**src/rtl/pwm_tbase_pkg.sv**
```systemverilog
package pwm_tbase_pkg;

    // Counter mode field encoding (control bits 1:0)
    typedef enum logic [1:0] {
        MODE_UP     = 2'b00,
        MODE_DOWN   = 2'b01,
        MODE_UPDOWN = 2'b10,
        MODE_FROZEN = 2'b11
    } cnt_mode_e;

    // Direction state of the counter machine
    typedef enum logic {
        DIR_UP   = 1'b0,
        DIR_DOWN = 1'b1
    } dir_state_e;

    // Control word field positions
    localparam int MODE_LSB = 0;
    localparam int PLD_BIT  = 3;
    localparam int HS_LSB   = 7;
    localparam int LO_LSB   = 10;
    localparam int FIELD_W  = 3;

endpackage

```
**src/rtl/pwm_prescaler.sv**
```systemverilog
module pwm_prescaler #(
    parameter int FIELD_W = 3
) (
    input  logic               clk,
    input  logic               rst,
    input  logic [FIELD_W-1:0] hs_sel,
    input  logic [FIELD_W-1:0] lo_sel,
    output logic               tick
);
    localparam int HS_MAX  = 2 * ((1 << FIELD_W) - 1);
    localparam int LO_MAX  = 1 << ((1 << FIELD_W) - 1);
    localparam int DIV_MAX = HS_MAX * LO_MAX;
    localparam int CNT_W   = $clog2(DIV_MAX + 1);

    logic [CNT_W-1:0] hs_div;
    logic [CNT_W-1:0] div_total;
    logic [CNT_W-1:0] pcnt_q;

    always_comb begin
        if (hs_sel == '0) begin
            hs_div = CNT_W'(1);
        end else begin
            hs_div = CNT_W'({hs_sel, 1'b0});
        end
        div_total = hs_div << lo_sel;
        // >= keeps the tick alive if the ratio shrinks below the running count
        tick = (pcnt_q >= (div_total - CNT_W'(1)));
    end

    always_ff @(posedge clk) begin
        if (rst) begin
            pcnt_q <= '0;
        end else if (tick) begin
            pcnt_q <= '0;
        end else begin
            pcnt_q <= pcnt_q + CNT_W'(1);
        end
    end

    AST_UNITY_DIV_TICKS: assert property (@(posedge clk) disable iff (rst)
        (hs_sel == '0 && lo_sel == '0) |-> tick);

endmodule

```
**src/rtl/pwm_period_reg.sv**
```systemverilog
module pwm_period_reg #(
    parameter int W = 16
) (
    input  logic         clk,
    input  logic         rst,
    input  logic         wr_prd,
    input  logic [W-1:0] wr_data,
    input  logic         imm_mode,
    input  logic         load_req,
    output logic [W-1:0] act_prd,
    output logic [W-1:0] act_next
);
    logic [W-1:0] shadow_q;
    logic [W-1:0] shadow_d;

    always_comb begin
        shadow_d = wr_prd ? wr_data : shadow_q;
        if (wr_prd && imm_mode) begin
            act_next = wr_data;
        end else if (load_req && !imm_mode) begin
            act_next = shadow_q;
        end else begin
            act_next = act_prd;
        end
    end

    always_ff @(posedge clk) begin
        if (rst) begin
            act_prd  <= '0;
            shadow_q <= '0;
        end else begin
            act_prd  <= act_next;
            shadow_q <= shadow_d;
        end
    end

    AST_IMM_WRITE_LANDS: assert property (@(posedge clk) disable iff (rst)
        (wr_prd && imm_mode) |=> (act_prd == $past(wr_data)));

    AST_SHADOW_COPY: assert property (@(posedge clk) disable iff (rst)
        (load_req && !imm_mode) |=> (act_prd == $past(shadow_q)));

    AST_SHADOW_HOLD: assert property (@(posedge clk) disable iff (rst)
        (!imm_mode && !load_req) |=> $stable(act_prd));

endmodule

```
**src/rtl/pwm_dir_counter.sv**
```systemverilog
module pwm_dir_counter
    import pwm_tbase_pkg::*;
#(
    parameter int W = 16
) (
    input  logic         clk,
    input  logic         rst,
    input  logic         tick,
    input  cnt_mode_e    mode,
    input  logic [W-1:0] prd_next,
    input  logic [W-1:0] act_prd,
    output logic [W-1:0] cnt,
    output logic         zero_evt,
    output logic         prd_evt
);
    dir_state_e   dir_q, dir_d;
    logic [W-1:0] cnt_d;
    logic         run;

    assign run = tick && (mode != MODE_FROZEN);

    // next-state and next-count
    always_comb begin
        dir_d = dir_q;
        cnt_d = cnt;
        if (run) begin
            unique case (mode)
                MODE_UP: begin
                    dir_d = DIR_UP;
                    cnt_d = (cnt >= prd_next) ? '0 : cnt + W'(1);
                end
                MODE_DOWN: begin
                    dir_d = DIR_DOWN;
                    cnt_d = (cnt == '0) ? prd_next : cnt - W'(1);
                end
                MODE_UPDOWN: begin
                    unique case (dir_q)
                        DIR_UP: begin
                            if (cnt >= prd_next) begin
                                dir_d = DIR_DOWN;            // turn-at-top
                                cnt_d = (cnt == '0) ? '0 : cnt - W'(1);
                            end else begin
                                cnt_d = cnt + W'(1);
                            end
                        end
                        DIR_DOWN: begin
                            if (cnt == '0) begin
                                dir_d = DIR_UP;              // turn-at-bottom
                                cnt_d = (prd_next == '0) ? '0 : W'(1);
                            end else begin
                                cnt_d = cnt - W'(1);
                            end
                        end
                    endcase
                end
                MODE_FROZEN: begin
                    dir_d = dir_q;
                    cnt_d = cnt;
                end
            endcase
        end
    end

    // state register
    always_ff @(posedge clk) begin
        if (rst) begin
            dir_q <= DIR_UP;
            cnt   <= '0;
        end else begin
            dir_q <= dir_d;
            cnt   <= cnt_d;
        end
    end

    // outputs
    always_comb begin
        zero_evt = run && (cnt == '0);
        prd_evt  = run && (cnt == act_prd);
    end

    AST_HOLD_BETWEEN_TICKS: assert property (@(posedge clk) disable iff (rst)
        !tick |=> $stable(cnt));

    AST_FREEZE_HOLDS: assert property (@(posedge clk) disable iff (rst)
        (mode == MODE_FROZEN) |=> $stable(cnt));

    AST_DOWN_RELOAD: assert property (@(posedge clk) disable iff (rst)
        (tick && mode == MODE_DOWN && cnt == '0) |=> (cnt == act_prd));

endmodule

```
**src/rtl/pwm_timebase.sv**
```systemverilog
module pwm_timebase
    import pwm_tbase_pkg::*;
#(
    parameter int W = 16
) (
    input  logic         clk,
    input  logic         rst,
    input  logic         wr_en,
    input  logic         wr_sel,
    input  logic [W-1:0] wr_data,
    output logic [W-1:0] count,
    output logic         zero_evt,
    output logic         prd_evt
);
    cnt_mode_e          mode_q;
    logic               imm_q;
    logic [FIELD_W-1:0] hs_q;
    logic [FIELD_W-1:0] lo_q;
    logic               wr_ctrl;
    logic               wr_prd;
    logic               tick;
    logic [W-1:0]       act_prd;
    logic [W-1:0]       prd_next;
    logic               unused_ctrl_bits;

    assign wr_ctrl = wr_en && !wr_sel;
    assign wr_prd  = wr_en && wr_sel;
    assign unused_ctrl_bits = ^{wr_data[W-1:LO_LSB+FIELD_W],
                                wr_data[HS_LSB-1:PLD_BIT+1],
                                wr_data[PLD_BIT-1:MODE_LSB+2]};

    always_ff @(posedge clk) begin
        if (rst) begin
            mode_q <= MODE_UP;
            imm_q  <= 1'b0;
            hs_q   <= '0;
            lo_q   <= '0;
        end else if (wr_ctrl) begin
            mode_q <= cnt_mode_e'(wr_data[MODE_LSB +: 2]);
            imm_q  <= wr_data[PLD_BIT];
            hs_q   <= wr_data[HS_LSB +: FIELD_W];
            lo_q   <= wr_data[LO_LSB +: FIELD_W];
        end
    end

    pwm_prescaler #(.FIELD_W(FIELD_W)) u_presc (
        .clk    (clk),
        .rst    (rst),
        .hs_sel (hs_q),
        .lo_sel (lo_q),
        .tick   (tick)
    );

    pwm_period_reg #(.W(W)) u_prd (
        .clk      (clk),
        .rst      (rst),
        .wr_prd   (wr_prd),
        .wr_data  (wr_data),
        .imm_mode (imm_q),
        .load_req (zero_evt),
        .act_prd  (act_prd),
        .act_next (prd_next)
    );

    pwm_dir_counter #(.W(W)) u_cnt (
        .clk      (clk),
        .rst      (rst),
        .tick     (tick),
        .mode     (mode_q),
        .prd_next (prd_next),
        .act_prd  (act_prd),
        .cnt      (count),
        .zero_evt (zero_evt),
        .prd_evt  (prd_evt)
    );

    AST_QUIET_WHEN_FROZEN: assert property (@(posedge clk) disable iff (rst)
        (mode_q == MODE_FROZEN) |-> (!zero_evt && !prd_evt));

endmodule

```
**config.mk**
```make
export PLATFORM = sky130hd
export DESIGN_NAME = pwm_timebase
export DESIGN_NICKNAME = d
export VERILOG_FILES = /design/src/rtl/pwm_tbase_pkg.sv /design/src/rtl/pwm_prescaler.sv /design/src/rtl/pwm_period_reg.sv /design/src/rtl/pwm_dir_counter.sv /design/src/rtl/pwm_timebase.sv
export SDC_FILE = /design/constraint.sdc
export NUM_CORES = 1
export LEC_CHECK = 0
export BUFFER_PORTS_ARGS = -buffer_cell sky130_fd_sc_hd__buf_2
export CAP_MARGIN = 20
export CORE_MARGIN = 10
export CORE_UTILIZATION = 60
export CTS_CLUSTER_SIZE = 30
export DETAILED_ROUTE_END_ITERATION = 8
export PLACE_DENSITY = 0.77
export SLEW_MARGIN = 40
export SYNTH_ARGS = -nofsm -noshare
export SYNTH_HDL_FRONTEND = slang
export SYNTH_SLANG_ARGS = --single-unit
```
**constraint.sdc**
```tcl
create_clock -name clk -period 7.9 [get_ports clk]
set_input_delay 0.395 -clock clk [delete_from_list [all_inputs] [get_ports clk]]
set_output_delay 0.395 -clock clk [all_outputs]
set_load 0.02 [all_outputs]
```
==> metrics.md <==
| Metric | Value |
|---|---|
| Die area | `0.0124 mm^2` |
| Period utilisation layout | `79.8%` |
| Synth Net Count | `701` |
| Power per cell area | `208 mW/mm^2` |
| Remaining antenna violation count | `0` |
| Pre-antenna DRT Iters | `5` |
| Layout cells sized above 1 | `11.6%` |
| CTS Sinks | `69` |
| Clock insertion delay at the later pin of the skew report | `0.37 ns` |
| Critical path peak fanout | `16` |
| CTS root buf | `clkbuf_8` |
| Area Overhead vs Synth | `7.69%` |
| Max-slew violation count | `0` |
| WP data required | `8.20 ns` |
| Pin count of the biggest net entering global routing | `62` |
| Internal power | `695 uW` |
| Detailed Route WL | `13.4 mm` |
| Number of global-route vias before repair | `4,393` |
| Total I/O pin count | `38` |
| Clock group share of total power | `30.3%` |
| CTS Buf Count | `9` |
| Violation count after the first detailed-route iteration | `458` |
| Max-cap viol count | `0` |
| Row cnt | `33` |
| Syn avg cell area | `7.72 um^2` |
| Most common cell after layout, fill and taps aside | `nand2_1` |
| Fin area | `0.00538 mm^2` |
| HPWL Detailed | `9.82 mm` |
| Via-to-Cell Ratio | `6.18` |
| Postcts setup bufs | `0` |
| Pleak | `0.00231 uW` |
| Post-synthesis register bit count | `69` |
| Post-place setup slack | `1.68 ns` |
| PostCTS Resize Cnt | `0` |
| Logic pwr share | `34.7%` |
| Crit path time final | `6.30 ns` |
| Min-Delay Path Class | `in -> reg` |
| Kind of end point of the critical path | `flip-flop` |
| Flop pwr share | `35.0%` |
| Number of H-tree levels | `3` |
| Prevailing post-synth register cell | `dfxtp_1` |
| Startpoint Class | `flip-flop` |
| Setup Crit Path Kind | `reg -> reg` |
| Setup TNS | `0 ns` |
| DR vias | `4,707` |
| Core Region | `0.00818 mm^2` |
| Diodes inserted | `0` |
| Sw frac | `38.0%` |
| Endpoints failing setup | `0` |
| # nets final | `706` |
| Final Hold Viols | `0` |
| Gpl congestion | `0.941` |
| Remaining Overflow, GRT | `0` |
| Worst-margin pin slew | `0.733 ns` |
| RSZ-0062 raised after global routing | `no` |
| Initial core utilization | `61.1%` |
| Post-CTS Hold Fix Bufs | `0` |
| Die Ht | `111 um` |
| Die Wd | `111 um` |
| Max Freq | `0.159 GHz` |
| CTS tree | `yes` |
| Fin worst setup slack | `1.60 ns` |
| Status | `complete, no violations` |
| Post-synth EDFFs | `0` |
| Register clock-pin slew on the reported worst setup and hold paths | `0.10 ns` |
| First-pass GRT wire length | `22.7 mm` |
| CP max stage delay | `0.48 ns` |
| Crit path DAT | `6.61 ns` |
| Initial antenna violation count | `0` |
| Sequential fraction of the synthesis area | `27.7%` |
| Final Skew | `0.0180 ns` |
| Port buffer count | `37` |
| Util after Layout | `65.8%` |
| CP max stage cell | `a211oi_1` |
| Sw Pwr | `426 uW` |
| Area after DPL | `0.00515 mm^2` |
| Worst VDD drop | `0.168 mV` |
| Mapped Area | `0.00499 mm^2` |
| Max-Slew Margin vs Limit | `51.0%` |
| CTS max path bufs | `2` |
| Post-Syn Instances | `647` |
| Async SR Flop Fraction | `0%` |
| Total global-route track usage | `21.6%` |
| Netlist cell types | `63` |
| Most frequent cells in the layout | `nand2_1 (91), dfxtp_1 (69), nor2_1 (66), a21oi_1 (54), buf_2 (37)` |
| WL/cell | `17.6 um` |
| YS warnings | `0` |
| DRC Markers | `0` |
worst max-delay path: cells and delay by family (launching register included):
kind,cells,cell delay (ns)
flip-flops,1,0.40
AO/OA/AOI/OAI,12,2.66
AND/OR/NAND/NOR,10,2.13
buffers and inverters,1,0.12
adder cells (fa/ha/maj),3,0.83
multiplexers,1,0.12
power groups by stage:
stage | logic, uW | registers, uW | clock network, uW
floorplan | 301 | 388 | 0
global placement | 369 | 398 | 0
detailed placement | 380 | 400 | 0
CTS | 383 | 391 | 343
global route | 431 | 395 | 354
finish | 389 | 392 | 339
cell usage after synthesis (3+ instances only):
cell | number | share of area [%]
dfxtp_1 | 69 | 28
buf_1 | 3 | 0.23
and3_1 | 8 | 1.0
buf_2 | 4 | 0.40
nor3_1 | 10 | 1.0
a2bb2oi_1 | 3 | 0.53
a21o_1 | 14 | 2.1
nand4b_1 | 3 | 0.53
nand3_1 | 15 | 1.5
o22ai_1 | 7 | 0.88
nand4_1 | 11 | 1.4
o32a_1 | 3 | 0.60
mux2_2 | 3 | 0.68
a22oi_1 | 3 | 0.45
o2111ai_1 | 3 | 0.53
or3_1 | 9 | 1.1
inv_1 | 14 | 1.1
a211oi_1 | 7 | 1.1
nor4_1 | 11 | 1.4
nand2b_1 | 15 | 1.9
mux2i_1 | 12 | 2.4
nor2_1 | 67 | 5.0
a31oi_1 | 6 | 0.75
or4_1 | 3 | 0.45
xnor2_1 | 11 | 1.9
clkbuf_1 | 36 | 2.7
nor2b_1 | 7 | 0.88
mux2i_2 | 4 | 1.1
o21ai_0 | 24 | 2.4
a21oi_1 | 54 | 5.4
ha_1 | 34 | 8.5
xor2_1 | 34 | 6.0
nand3b_1 | 8 | 1.2
nand2_1 | 91 | 6.8
area by class of cell:
cell class                      count  area [um^2]
Clock inverter                      7          105
Clock buffer                        9          124
Sequential cell                    69         1380
Multi-Input combinational cell    519         3380
Tap cell                          105          131
Inverter                           14         52.6
Fill cell                         718         2800
Timing Repair Buffer               39          200
registers in the layout, summed over array words and instances (netlist names), 2 cells and up:
name / cells
mode_q: 2
lo_q: 3
u_prd.act_prd: 16
hs_q: 3
u_prd.shadow_q: 16
u_presc.pcnt_q: 11
u_cnt.cnt: 16
metal layers:
layer	wire length [um]	vias up	share of wire (%)	global-route usage [%]
met5	0	-	0	0
met3	994	35	7.4	2.81
met2	5820	199	43	32.0
met1	6170	2179	46	30.6
li1	-	2294	-	-
met4	416	0	3.1	8.48
cell families (layout without fill, tap and decap cells):
logic type / after synthesis / after routing / share of synthesized area, %
and+or+nand+nor: 270 / 270 / 26.7
AOI/OAI and AO/OA: 145 / 145 / 18.2
DFF: 69 / 69 / 27.7
buffers and inverters: 59 / 69 / 4.84
xor gates and xnor gates: 45 / 45 / 7.89
adders and majority gates: 34 / 34 / 8.52
muxes: 25 / 25 / 6.14
path summary, 6_finish.rpt:
check	startpoint	end	slack (ns)	depth (start not counted)
setup / recovery	hs_q[0]	u_cnt.cnt[0]	1.60	27
hold / removal	wr_data[6]	u_prd.shadow_q[6]	0.28	3
setup reg to reg	hs_q[0]	u_cnt.cnt[0]	1.60	27
hold reg to reg	u_prd.shadow_q[11]	u_prd.shadow_q[11]	0.46	2
metrics by stage:
stage / hold slack [ns] / power (uW) / std cells
after global placement: 0.443 / 767 / 746
after detailed placement: 0.452 / 779 / 746
after CTS: 0.275 / 1120 / 762
after floorplan: 0.432 / 689 / 647
after global routing: 0.294 / 1180 / 762
final: 0.279 / 1120 / 762
No activity file was read; power rests on OpenSTA's default activity.
